==> config.mk <==
export PLATFORM = sky130hd
export DESIGN_NAME = qcycle_seq
export DESIGN_NICKNAME = d
export VERILOG_FILES = /design/src/rtl/qseq_pkg.sv /design/src/rtl/qseq_phase.sv /design/src/rtl/qseq_pc.sv /design/src/rtl/qseq_ireg.sv /design/src/rtl/qseq_strobe.sv /design/src/rtl/qcycle_seq.sv
export SDC_FILE = /design/constraint.sdc
export NUM_CORES = 1
export LEC_CHECK = 0
export ABC_AREA = 0
export BUFFER_PORTS_ARGS = -buffer_cell sky130_fd_sc_hd__buf_2
export CAP_MARGIN = 25
export CORE_MARGIN = 4
export CORE_UTILIZATION = 44
export DETAILED_ROUTE_END_ITERATION = 8
export PLACE_DENSITY_LB_ADDON = 0.1
export SLEW_MARGIN = 30
export SYNTH_ARGS = -nofsm -noshare
export SYNTH_HDL_FRONTEND = slang
export SYNTH_SLANG_ARGS = --single-unit
==> constraint.sdc <==
create_clock -name clk -period 1.65 [get_ports clk]
set_input_delay 0.0825 -clock clk [delete_from_list [all_inputs] [get_ports clk]]
set_output_delay 0.0825 -clock clk [all_outputs]
set_load 0.02 [all_outputs]
==> src/rtl/qseq_pkg.sv <==
`timescale 1ns/1ps
package qseq_pkg;

    // Phase encoding within one instruction cycle.
    typedef enum logic [1:0] {
        QP1 = 2'd0,
        QP2 = 2'd1,
        QP3 = 2'd2,
        QP4 = 2'd3
    } qphase_e;

    localparam int unsigned NPHASE = 4;

    // Indices into the one-hot phase vector.
    localparam int unsigned HOT_Q1 = 0;
    localparam int unsigned HOT_Q2 = 1;
    localparam int unsigned HOT_Q3 = 2;
    localparam int unsigned HOT_Q4 = 3;

    // Kind of program-flow change resolved at the end of a cycle.
    typedef enum logic [1:0] {
        RD_NONE = 2'd0,
        RD_SKIP = 2'd1,
        RD_JUMP = 2'd2
    } redirect_e;

    // Per-phase control strobes for the datapath.
    typedef struct packed {
        logic cyc_start;
        logic fetch;
        logic file_rd;
        logic alu_valid;
        logic file_we;
        logic wreg_we;
    } strobe_t;

    function automatic qphase_e phase_after(qphase_e p);
        return qphase_e'(p + 2'd1);
    endfunction

    // A squashed cycle cannot redirect; a jump outranks a skip.
    function automatic redirect_e pick_redirect(logic squashed, logic jump, logic skip);
        if (squashed)  return RD_NONE;
        if (jump)      return RD_JUMP;
        if (skip)      return RD_SKIP;
        return RD_NONE;
    endfunction

endpackage

==> src/rtl/qseq_phase.sv <==
`timescale 1ns/1ps
module qseq_phase
    import qseq_pkg::*;
(
    input  logic              clk,
    input  logic              rst,
    output qphase_e           phase,
    output logic [NPHASE-1:0] phase_hot
);

    always_ff @(posedge clk) begin
        if (rst) begin
            phase <= QP1;
        end else begin
            phase <= phase_after(phase);
        end
    end

    // One-hot decode of the phase counter.
    for (genvar i = 0; i < NPHASE; i++) begin : g_hot
        assign phase_hot[i] = (phase == 2'(i));
    end

endmodule

==> src/rtl/qseq_pc.sv <==
`timescale 1ns/1ps
module qseq_pc
    import qseq_pkg::*;
#(
    parameter int unsigned PC_W = 11
) (
    input  logic            clk,
    input  logic            rst,
    input  logic            step,
    input  redirect_e       kind,
    input  logic [PC_W-1:0] tgt,
    output logic [PC_W-1:0] pc
);

    always_ff @(posedge clk) begin
        if (rst) begin
            pc <= '0;
        end else if (step) begin
            if (kind == RD_JUMP) begin
                pc <= tgt;
            end else begin
                pc <= pc + 1'b1;
            end
        end
    end

endmodule

==> src/rtl/qseq_ireg.sv <==
`timescale 1ns/1ps
module qseq_ireg #(
    parameter int unsigned IW = 14
) (
    input  logic          clk,
    input  logic          rst,
    input  logic          load,
    input  logic          squash,
    input  logic [IW-1:0] fetch_word,
    output logic [IW-1:0] ir,
    output logic          nop
);

    always_ff @(posedge clk) begin
        if (rst) begin
            ir  <= '0;
            nop <= 1'b1;
        end else if (load) begin
            nop <= squash;
            ir  <= squash ? '0 : fetch_word;
        end
    end

endmodule

==> src/rtl/qseq_strobe.sv <==
`timescale 1ns/1ps
module qseq_strobe
    import qseq_pkg::*;
(
    input  logic [NPHASE-1:0] phase_hot,
    input  logic              nop,
    input  logic              uses_file,
    input  logic              writes,
    input  logic              dest_file,
    output strobe_t           st
);

    logic live;

    always_comb begin
        live         = ~nop;
        st.cyc_start = phase_hot[HOT_Q1];
        st.fetch     = phase_hot[HOT_Q4];
        st.file_rd   = phase_hot[HOT_Q2] & live & uses_file;
        st.alu_valid = phase_hot[HOT_Q3] & live;
        st.file_we   = phase_hot[HOT_Q4] & live & writes & uses_file & dest_file;
        st.wreg_we   = phase_hot[HOT_Q4] & live & writes & ~dest_file;
    end

endmodule

==> src/rtl/qcycle_seq.sv <==
`timescale 1ns/1ps
module qcycle_seq
    import qseq_pkg::*;
#(
    parameter int unsigned IW       = 14,
    parameter int unsigned PC_W     = 11,
    parameter int unsigned FA_W     = 7,
    parameter int unsigned DEST_BIT = 7
) (
    input  logic            clk,
    input  logic            rst,
    output logic [PC_W-1:0] imem_addr,
    output logic            imem_rd,
    input  logic [IW-1:0]   imem_rdata,
    input  logic            br_req,
    input  logic            skip_req,
    input  logic [PC_W-1:0] br_tgt,
    input  logic            op_uses_file,
    input  logic            op_writes,
    output logic [1:0]      phase,
    output logic            cyc_start,
    output logic [IW-1:0]   ir_word,
    output logic            ir_nop,
    output logic [FA_W-1:0] file_addr,
    output logic            file_rd,
    output logic            alu_valid,
    output logic            file_we,
    output logic            wreg_we
);

    qphase_e           cur_phase;
    logic [NPHASE-1:0] hot;
    redirect_e         kind;
    logic              squash_next;
    logic [PC_W-1:0]   pc;
    strobe_t           st;

    qseq_phase u_phase (
        .clk       (clk),
        .rst       (rst),
        .phase     (cur_phase),
        .phase_hot (hot)
    );

    always_comb begin
        kind        = pick_redirect(ir_nop, br_req, skip_req);
        squash_next = (kind != RD_NONE);
    end

    qseq_pc #(.PC_W(PC_W)) u_pc (
        .clk  (clk),
        .rst  (rst),
        .step (hot[HOT_Q4]),
        .kind (kind),
        .tgt  (br_tgt),
        .pc   (pc)
    );

    qseq_ireg #(.IW(IW)) u_ireg (
        .clk        (clk),
        .rst        (rst),
        .load       (hot[HOT_Q4]),
        .squash     (squash_next),
        .fetch_word (imem_rdata),
        .ir         (ir_word),
        .nop        (ir_nop)
    );

    qseq_strobe u_strobe (
        .phase_hot (hot),
        .nop       (ir_nop),
        .uses_file (op_uses_file),
        .writes    (op_writes),
        .dest_file (ir_word[DEST_BIT]),
        .st        (st)
    );

    assign imem_addr = pc;
    assign imem_rd   = st.fetch;
    assign phase     = cur_phase;
    assign cyc_start = st.cyc_start;
    assign file_addr = ir_word[FA_W-1:0];
    assign file_rd   = st.file_rd;
    assign alu_valid = st.alu_valid;
    assign file_we   = st.file_we;
    assign wreg_we   = st.wreg_we;

endmodule

Yosys cells after proc, flatten, opt, wreduce, memory -nomap -nowiden. Cells that the tools add are included.

Register bits after elaboration: 28. Input bits: 31. Output and inout bits: 41. Word-level logic and storage cells: 36.

$add $sub $neg: 2. Equality and inequality tests: 4. Multiplexer cells: 14. Bitwise operators: 10. Reductions and logical operators: 2.

Operators by type and width (number): 14-bit 2-to-1 mux (1); 2-bit 2-to-1 mux (6); 11-bit by 1-bit adder with 11-bit output (second input constant) (1); 11-bit 2-to-1 mux (1); 1-bit bitwise AND (8); 2-bit == test (second input constant) (3); 1-bit 2-to-1 mux (6); 2-bit by 1-bit adder with 2-bit output (second input constant) (1); 2-bit by 1-bit == test with 1-bit output (second input constant) (1); 2-bit logical NOT (1); 1-bit NOT (2); 2-bit nonzero test (1).

Logic depth before layout (Yosys ltp). Gate-level depths: netlist of the first run.

Depth after elaboration: 9. Depth in mapped cells: 5.

Cells and area by module. Synthesis of the first run repeated with hierarchy kept, for this count alone.

Cell total of the unflattened synthesis: 185. Area, all modules: 1594.0 sq um.

By module, submodules not included: qseq_pc (instances 1, cells an instance 92, area each 691.9 sq um, sequential area each 220.2 sq um); qseq_ireg (instances 1, cells an instance 64, area each 648.1 sq um, sequential area each 300.3 sq um); qseq_phase (instances 1, cells an instance 10, area each 107.6 sq um, sequential area each 40.0 sq um); qcycle_seq (instances 1, cells an instance 10, area each 81.3 sq um, sequential area each 0.0 sq um); qseq_strobe (instances 1, cells an instance 9, area each 65.1 sq um, sequential area each 0.0 sq um).

Worst setup path after synthesis of the first run. No wires, ideal clock.

Path type: flip-flop to output port. Start point: register u_phase.phase[0]. End point: output port file_we. Arrival: 1930 ps. Data required time: 1567 ps. Path slack: -363 ps. Cell stages (with the launch flop): 4. Buffers on the path: 0. Path through: dfxtp_1 ha_1 bufinv_8 nor4b_1.

Word-level cells in the longest chain between the ends: 5.

RTL lines: start, declared (line qseq_phase.sv:7) `output qphase_e phase,`; start signal, assigned (line qseq_phase.sv:15) `phase <= phase_after(phase);`; 2-bit == test (line qseq_phase.sv:21) `assign phase_hot[i] = (phase == 2'(i));`; named net imem_rd (line qcycle_seq.sv:13) `output logic imem_rd,`; 1-bit bitwise AND (4 in a row) (line qseq_strobe.sv:21) `st.file_we = phase_hot[HOT_Q4] & live & writes & uses_file & dest_file;`; end, declared (line qcycle_seq.sv:27) `output logic file_we,`.

The timed path passes the listed nets, and every way through them passes these cells.

Final worst setup path of the first run.
Start point: register u_phase.phase[0]. End point: output port file_we.

Word-level cells in the longest chain between the ends: 5.

RTL lines (line): 2-bit == test (qseq_phase.sv:21); 1-bit bitwise AND (4 in a row) (qseq_strobe.sv:21).

Every way passes these cells.

==> results.toml, run 1 <==
[outcome]
status = "finished clean"

[final_layout]
nFillCells = 290
num-nets-final = 278
syn_to_final_growth_pct = 39.9
drive_above_1_share_pct = 41.5
diodes = 0

[pwr]
p_leak_nw = 0.935
switching_share_pct = 25.8
p_int_mw = 1.06
p_sw_mw = 0.370
p_clk_share_pct = 32.4
irDropWorstVdd_mv = 0.391
power_frac_seq_pct = 50.0
p_per_area_nw_per_um2 = 713
p_comb_share_pct = 17.6

[routing]
wl_per_cell_um = 13.6
drt_first_pass_iters = 4
drt_iter0_markers = 32
drc = 0
drt-total-wl_mm = 3.87
vias_per_cell = 5.08
antenna_left = 0
vias = 1447

[global_routing]
antenna_found_initial = 0
track_usage_pct = 18.5
grt_overflow = 0
grt_pass1_vias = 1396
grt_max_degree = 30
grt_pass1_wl_mm = 6.27

[worst_setup_path]
cp_slowest_cell = "dfxtp_4"
cp_slowest_stage_delay_ns = 0.39
critPathCaptureType = "primary output"
path_cells = "ha_4 -> bufinv_8 -> nor4b_4 -> buf_4"
arrival_ns = 1.46
crit_path_max_fanout = 3
cp-start-kind = "flip-flop"
crit_required_ns = 1.57
worstSetupPathType = "reg -> out"

[flow_run]
maxCapViolations = 0

[clock_network]
htreeDepth = 1
cts_tree = "yes"
path_clk_slew_ns = 0.16
clk_latency_ns = 0.33
clockBufferDepth = 2
ctsRootBufferMaster = "clkbuf_4"
cts.sinks = 28
numCtsBuffers = 3

[sta]
finalCritPeriodShare_pct = 93.5
worst_slack_ns = 0.107
maxClockFrequency_ghz = 0.648
slew_headroom_pct = 64.4
setup_tns_ns = 0
period_minus_slack_ns = 1.54
skew_ns = 0.00316
worst_pin_slew_ns = 0.534
timing.final.max_slew_violations = 0
grt_setup_unrepaired = "no"
hold_violations = 0
finalSetupViolCount = 0

[logic_synthesis]
synth_xor_area_share_pct = 0
yosys.area_share.simple_pct = 23.1
synth_top_family_by_area = "simple AND/OR/NAND/NOR gates"
synthesis.area_um2 = 1440
synth_mux_area_share_pct = 0
synthCells = 161
yosysSeqAreaShare_pct = 39.0
postSynthAreaPerCell_um2 = 8.93
ys_types = 41
syn-num-nets = 197
ys_seq_elements = 28
synthAdderAreaFrac_pct = 4.35
synth-compound-area-share_pct = 22.4
yosys_warnings = 0

[die]
core_area_um2 = 3080
die_area_um2 = 4250
core.rowCount = 20
die_height_um = 65.2
die_w_um = 65.2
initial_core_util_pct = 46.7
io_pins = 72

[hold_path]
hp-class = "in -> reg"

[placed_design]
pre_cts_slack_ns = 0.168
dp_hpwl_mm = 2.60
io_buffers = 71
routabilityCongestion = 0.797
[worst paths after layout]
check / from / end / cells past startpoint / slack, ns
min reg2reg: u_pc.pc[9] / u_pc.pc[9] / 1 / 0.53
min: br_tgt[5] / u_pc.pc[5] / 3 / 0.02
max: u_phase.phase[0] / file_we / 4 / 0.11
max reg2reg: u_phase.phase[0] / u_pc.pc[7] / 6 / 0.17
[layout by cell type, fill, tap and decap left out, types with 3 or more instances in the layout]
cell type      count
nor2_1            21
clkbuf_4           3
ha_1               4
o21bai_1           3
nand2_1           11
a22oi_1           14
dlygate4sd3_1     15
buf_2             70
buf_4              8
and2_2             3
and3_1             4
nor3_1             3
dfxtp_1           26
o21ai_0            6
a21oi_1            8
a311oi_1           5
[state kept, by name (all words and copies together), names as in the netlist]
register,flops
u_ireg.ir,14
u_pc.pc,11
u_phase.phase,2
u_ireg.nop,1
[critical path: cells and delay by family, from the launching register on]
kind                     cells  cell delay [ns]
flip-flops                   1             0.39
buffers and inverters        2             0.35
adder cells (fa/ha/maj)      1             0.13
AND/OR/NAND/NOR              1             0.25
[cell type report]
class / instances / area (um2) / area share, %
clock buffers: 3 / 22.5 / 1.12
multi-input cells: 113 / 753 / 37.4
repair buffers: 93 / 561 / 27.9
well taps: 44 / 55.1 / 2.74
clock inverters: 1 / 30.0 / 1.49
inverters: 3 / 25.0 / 1.24
flip-flops and latches: 28 / 566 / 28.1
[Yosys cell counts (all sizes together)]
cell type | number | area share, %
a211oi | 2 | 1.0
a21oi | 8 | 2.8
a22oi | 14 | 7.3
a311oi | 5 | 3.0
a31o | 1 | 0.61
a31oi | 1 | 0.44
and2 | 4 | 2.0
and2b | 1 | 0.52
and3 | 4 | 1.7
buf | 14 | 8.4
bufinv | 1 | 1.2
clkbuf | 3 | 1.0
dfxtp | 28 | 39
ha | 5 | 4.4
inv | 2 | 0.52
nand2 | 13 | 3.7
nand2b | 3 | 1.8
nand3 | 1 | 0.35
nand3b | 1 | 0.52
nand4 | 2 | 0.87
nand4b | 1 | 0.61
nor2 | 22 | 5.9
nor2b | 2 | 1.0
nor3 | 4 | 1.4
nor3b | 2 | 1.0
nor4 | 2 | 0.87
nor4b | 1 | 0.61
o21a | 1 | 0.52
o21ai | 8 | 2.8
o21bai | 3 | 1.6
o32ai | 2 | 2.3
[kinds of logic (layout without fill, tap and decap cells)]
kind of cell,Yosys count,count (layout)
buffers and inverters,20,100
and+or+nand+nor,63,63
AOI/OAI and AO/OA,45,45
DFF,28,28
adders and majority gates,5,5
[per-stage QoR]
step	instance area (um2)	total power [mW]	std cells	hold WS, ns	util (%)
after floorplan	1450	0.875	161	0.227	-
after global placement	1760	0.940	263	0.313	57.1
after detailed placement	1760	0.946	263	0.325	57.1
after CTS	1990	1.44	285	0.0187	64.6
after global routing	2010	1.50	285	0.0397	65.4
final	2010	1.43	285	0.0225	65.4
[power by group through the flow]
stage	sequential (mW)	clock, mW	combinational [mW]
2_1_floorplan	0.756	0	0.119
3_3_place_gp	0.731	0	0.210
3_5_place_dp	0.733	0	0.213
4_1_cts	0.715	0.472	0.253
5_1_grt	0.722	0.498	0.277
6_report	0.718	0.464	0.253
[per-layer routing]
layer | vias up | share of wire, % | track usage, % | routed length, um
met5 | - | 0 | 0 | 0
met4 | 0 | 0.54 | 5.44 | 21
met3 | 2 | 6.4 | 2.56 | 249
met2 | 43 | 50 | 33.5 | 1930
met1 | 674 | 43 | 22.4 | 1670
li1 | 728 | - | - | -
[timing repair]
item,in CTS,in global routing
buffers inserted,3,0
endpoints found under the hold margin,15,0
hold buffers,15,0
cloned,0,0
gates resized for setup,4,4
pin swaps,0,1
setup endpoints to repair,1,2
Power figures use the tool's default switching activity.
==> inputs of run 2 (changes only) <==
==> constraint.sdc (replaced) <==
create_clock -name clk -period 1.65 [get_ports clk]
set_input_delay 0.165 -clock clk [delete_from_list [all_inputs] [get_ports clk]]
set_output_delay 0.165 -clock clk [all_outputs]
set_load 0.02 [all_outputs]
==> results.toml, run 2 (synthesis gave the netlist of run 1 again) <==
[clock_network]
clk_latency_ns = 0.34
cts.sinks = 28
cts_tree = "yes"
clockBufferDepth = 2
numCtsBuffers = 3
ctsRootBufferMaster = "clkbuf_4"
path_clk_slew_ns = 0.16
htreeDepth = 1

[flow_run]
maxCapViolations = 0

[worst_setup_path]
crit_family = "flip-flops"
regToRegStartpoint = "u_pc.pc[0]"
critPathCaptureType = "primary output"
cp_slowest_cell = "dfxtp_2"
r2r_end = "u_pc.pc[8]"
worstSetupPathType = "reg -> out"
crit_required_ns = 1.48
cp-start-kind = "flip-flop"
r2r_cells = 5
path_cells = "ha_4 -> bufinv_8 -> nor4b_4 -> buf_4"
r2r_setup_slack_ns = 0.13
cp_num_buf_inv = 2
arrival_ns = 1.41
crit_path_max_fanout = 2
cp_slowest_stage_delay_ns = 0.39

[sta]
worst_pin_slew_ns = 0.567
slew_headroom_pct = 62.1
finalCritPeriodShare_pct = 95.2
maxClockFrequency_ghz = 0.637
grt_setup_unrepaired = "yes"
skew_ns = 0.00484
hold_violations = 0
period_minus_slack_ns = 1.57
timing.final.max_slew_violations = 0
finalSetupViolCount = 0

[routing]
drt-total-wl_mm = 3.70
vias = 1394
drt_first_pass_iters = 4
wl_per_cell_um = 13.7
antenna_left = 0
vias_per_cell = 5.16
drt_iter0_markers = 72
drc = 0

[die]
core.rowCount = 20
initial_core_util_pct = 46.7
die_w_um = 65.2
die_area_um2 = 4250
die_height_um = 65.2
core_area_um2 = 3080
io_pins = 72

[final_layout]
final_common_cell = "buf_2"
regMostFlops = "u_ireg.ir"
reg.largest.list = "u_ireg.ir (14), u_pc.pc (11), u_phase.phase (2)"
drive_above_1_share_pct = 44.7
design_area_um2 = 1870
nFillCells = 296
syn_to_final_growth_pct = 30.2
num-nets-final = 263
diodes = 0
utilization_pct = 60.8
final_cell_mix = "buf_2, dfxtp_1, nor2_1"
largest_reg_flops = 14

[global_routing]
grt_max_degree = 30
grt_pass1_wl_mm = 5.95
antenna_found_initial = 0
track_usage_pct = 17.4
grt_overflow = 0
grt_pass1_vias = 1296

[hold_path]
hp-class = "in -> reg"
hold_path.startpoint = "imem_rdata[0]"
hold_end = "u_ireg.ir[0]"
worstHoldPathCells = 3

[placed_design]
routabilityCongestion = 0.788
io_buffers = 71
dp_hpwl_mm = 2.59
placed_cell_area_um2 = 1760

[pwr]
irDropWorstVdd_mv = 0.422
p_leak_nw = 0.872
p_per_area_nw_per_um2 = 754

[outcome]
status = "finished clean"
==> run 2: metrics by stage <==
| stage | power, mW | setup WS (ns) | setup TNS (ns) | hold slack (ns) | cells |
|---|---|---|---|---|---|
| 6_report | 1.41 | 0.0794 | 0 | 0.0431 | 270 |
| 3_3_place_gp | 0.943 | 0.252 | 0 | 0.396 | 263 |
| 2_1_floorplan | 0.875 | -0.0598 | -0.0598 | 0.309 | 161 |
| 5_1_grt | 1.47 | -0.0116 | -0.0226 | 0.0354 | 270 |
| 4_1_cts | 1.41 | 0.000594 | 0 | 0.0396 | 270 |
| 3_5_place_dp | 0.946 | 0.189 | 0 | 0.403 | 263 |
==> run 2: area by class of cell <==
cell class | count | area, um2 | share of cell area [%]
clock buffer | 3 | 22.5 | 1.20
clock inverter | 1 | 30.0 | 1.60
inverter | 3 | 25.0 | 1.34
multi-input combinational | 113 | 757 | 40.4
sequential | 28 | 563 | 30.1
tap | 44 | 55.1 | 2.94
timing repair buffer | 78 | 419 | 22.4
==> run 2: worst max-delay path by stage <==
stage,from,endpoint,slack (ns),cells past startpoint
finish,u_phase.phase[1],file_we,0.08,4
global route,u_phase.phase[1],file_we,-0.01,4
CTS,u_phase.phase[1],file_we,0.0006,4
detailed placement,u_pc.pc[0],u_pc.pc[6],0.19,5
global placement,u_phase.phase[0],file_we,0.25,4
floorplan,u_phase.phase[0],file_we,-0.06,3
==> run 2: repair_timing <==
item	in CTS	in global routing
gates resized for setup	3	7
pin swaps	0	2
hold buffers	0	0
setup buffers	3	0
setup endpoints to repair	2	5
==> run 2: per-layer routing <==
layer  global-route usage, %  vias up  routed length (um)
li1                        -      698                   -
met1                    23.5      642                1600
met2                    27.4       49                1750
met3                    4.10        5                 307
met4                    5.44        0                  40
met5                       0        -                   0
==> run 2: where the power goes <==
group,switching [mW],leakage (nW),internal [mW]
combinational,0.131,0.616,0.0990
sequential,0.0178,0.227,0.699
clock,0.219,0.0279,0.246
==> run 2: worst reg2reg max path, cell delays in order (launching register included) <==
cell      delay (ns)
dfxtp_1         0.45
ha_1            0.22
nand3_1         0.24
o21ai_0         0.24
a21oi_1         0.09
a211oi_1        0.22
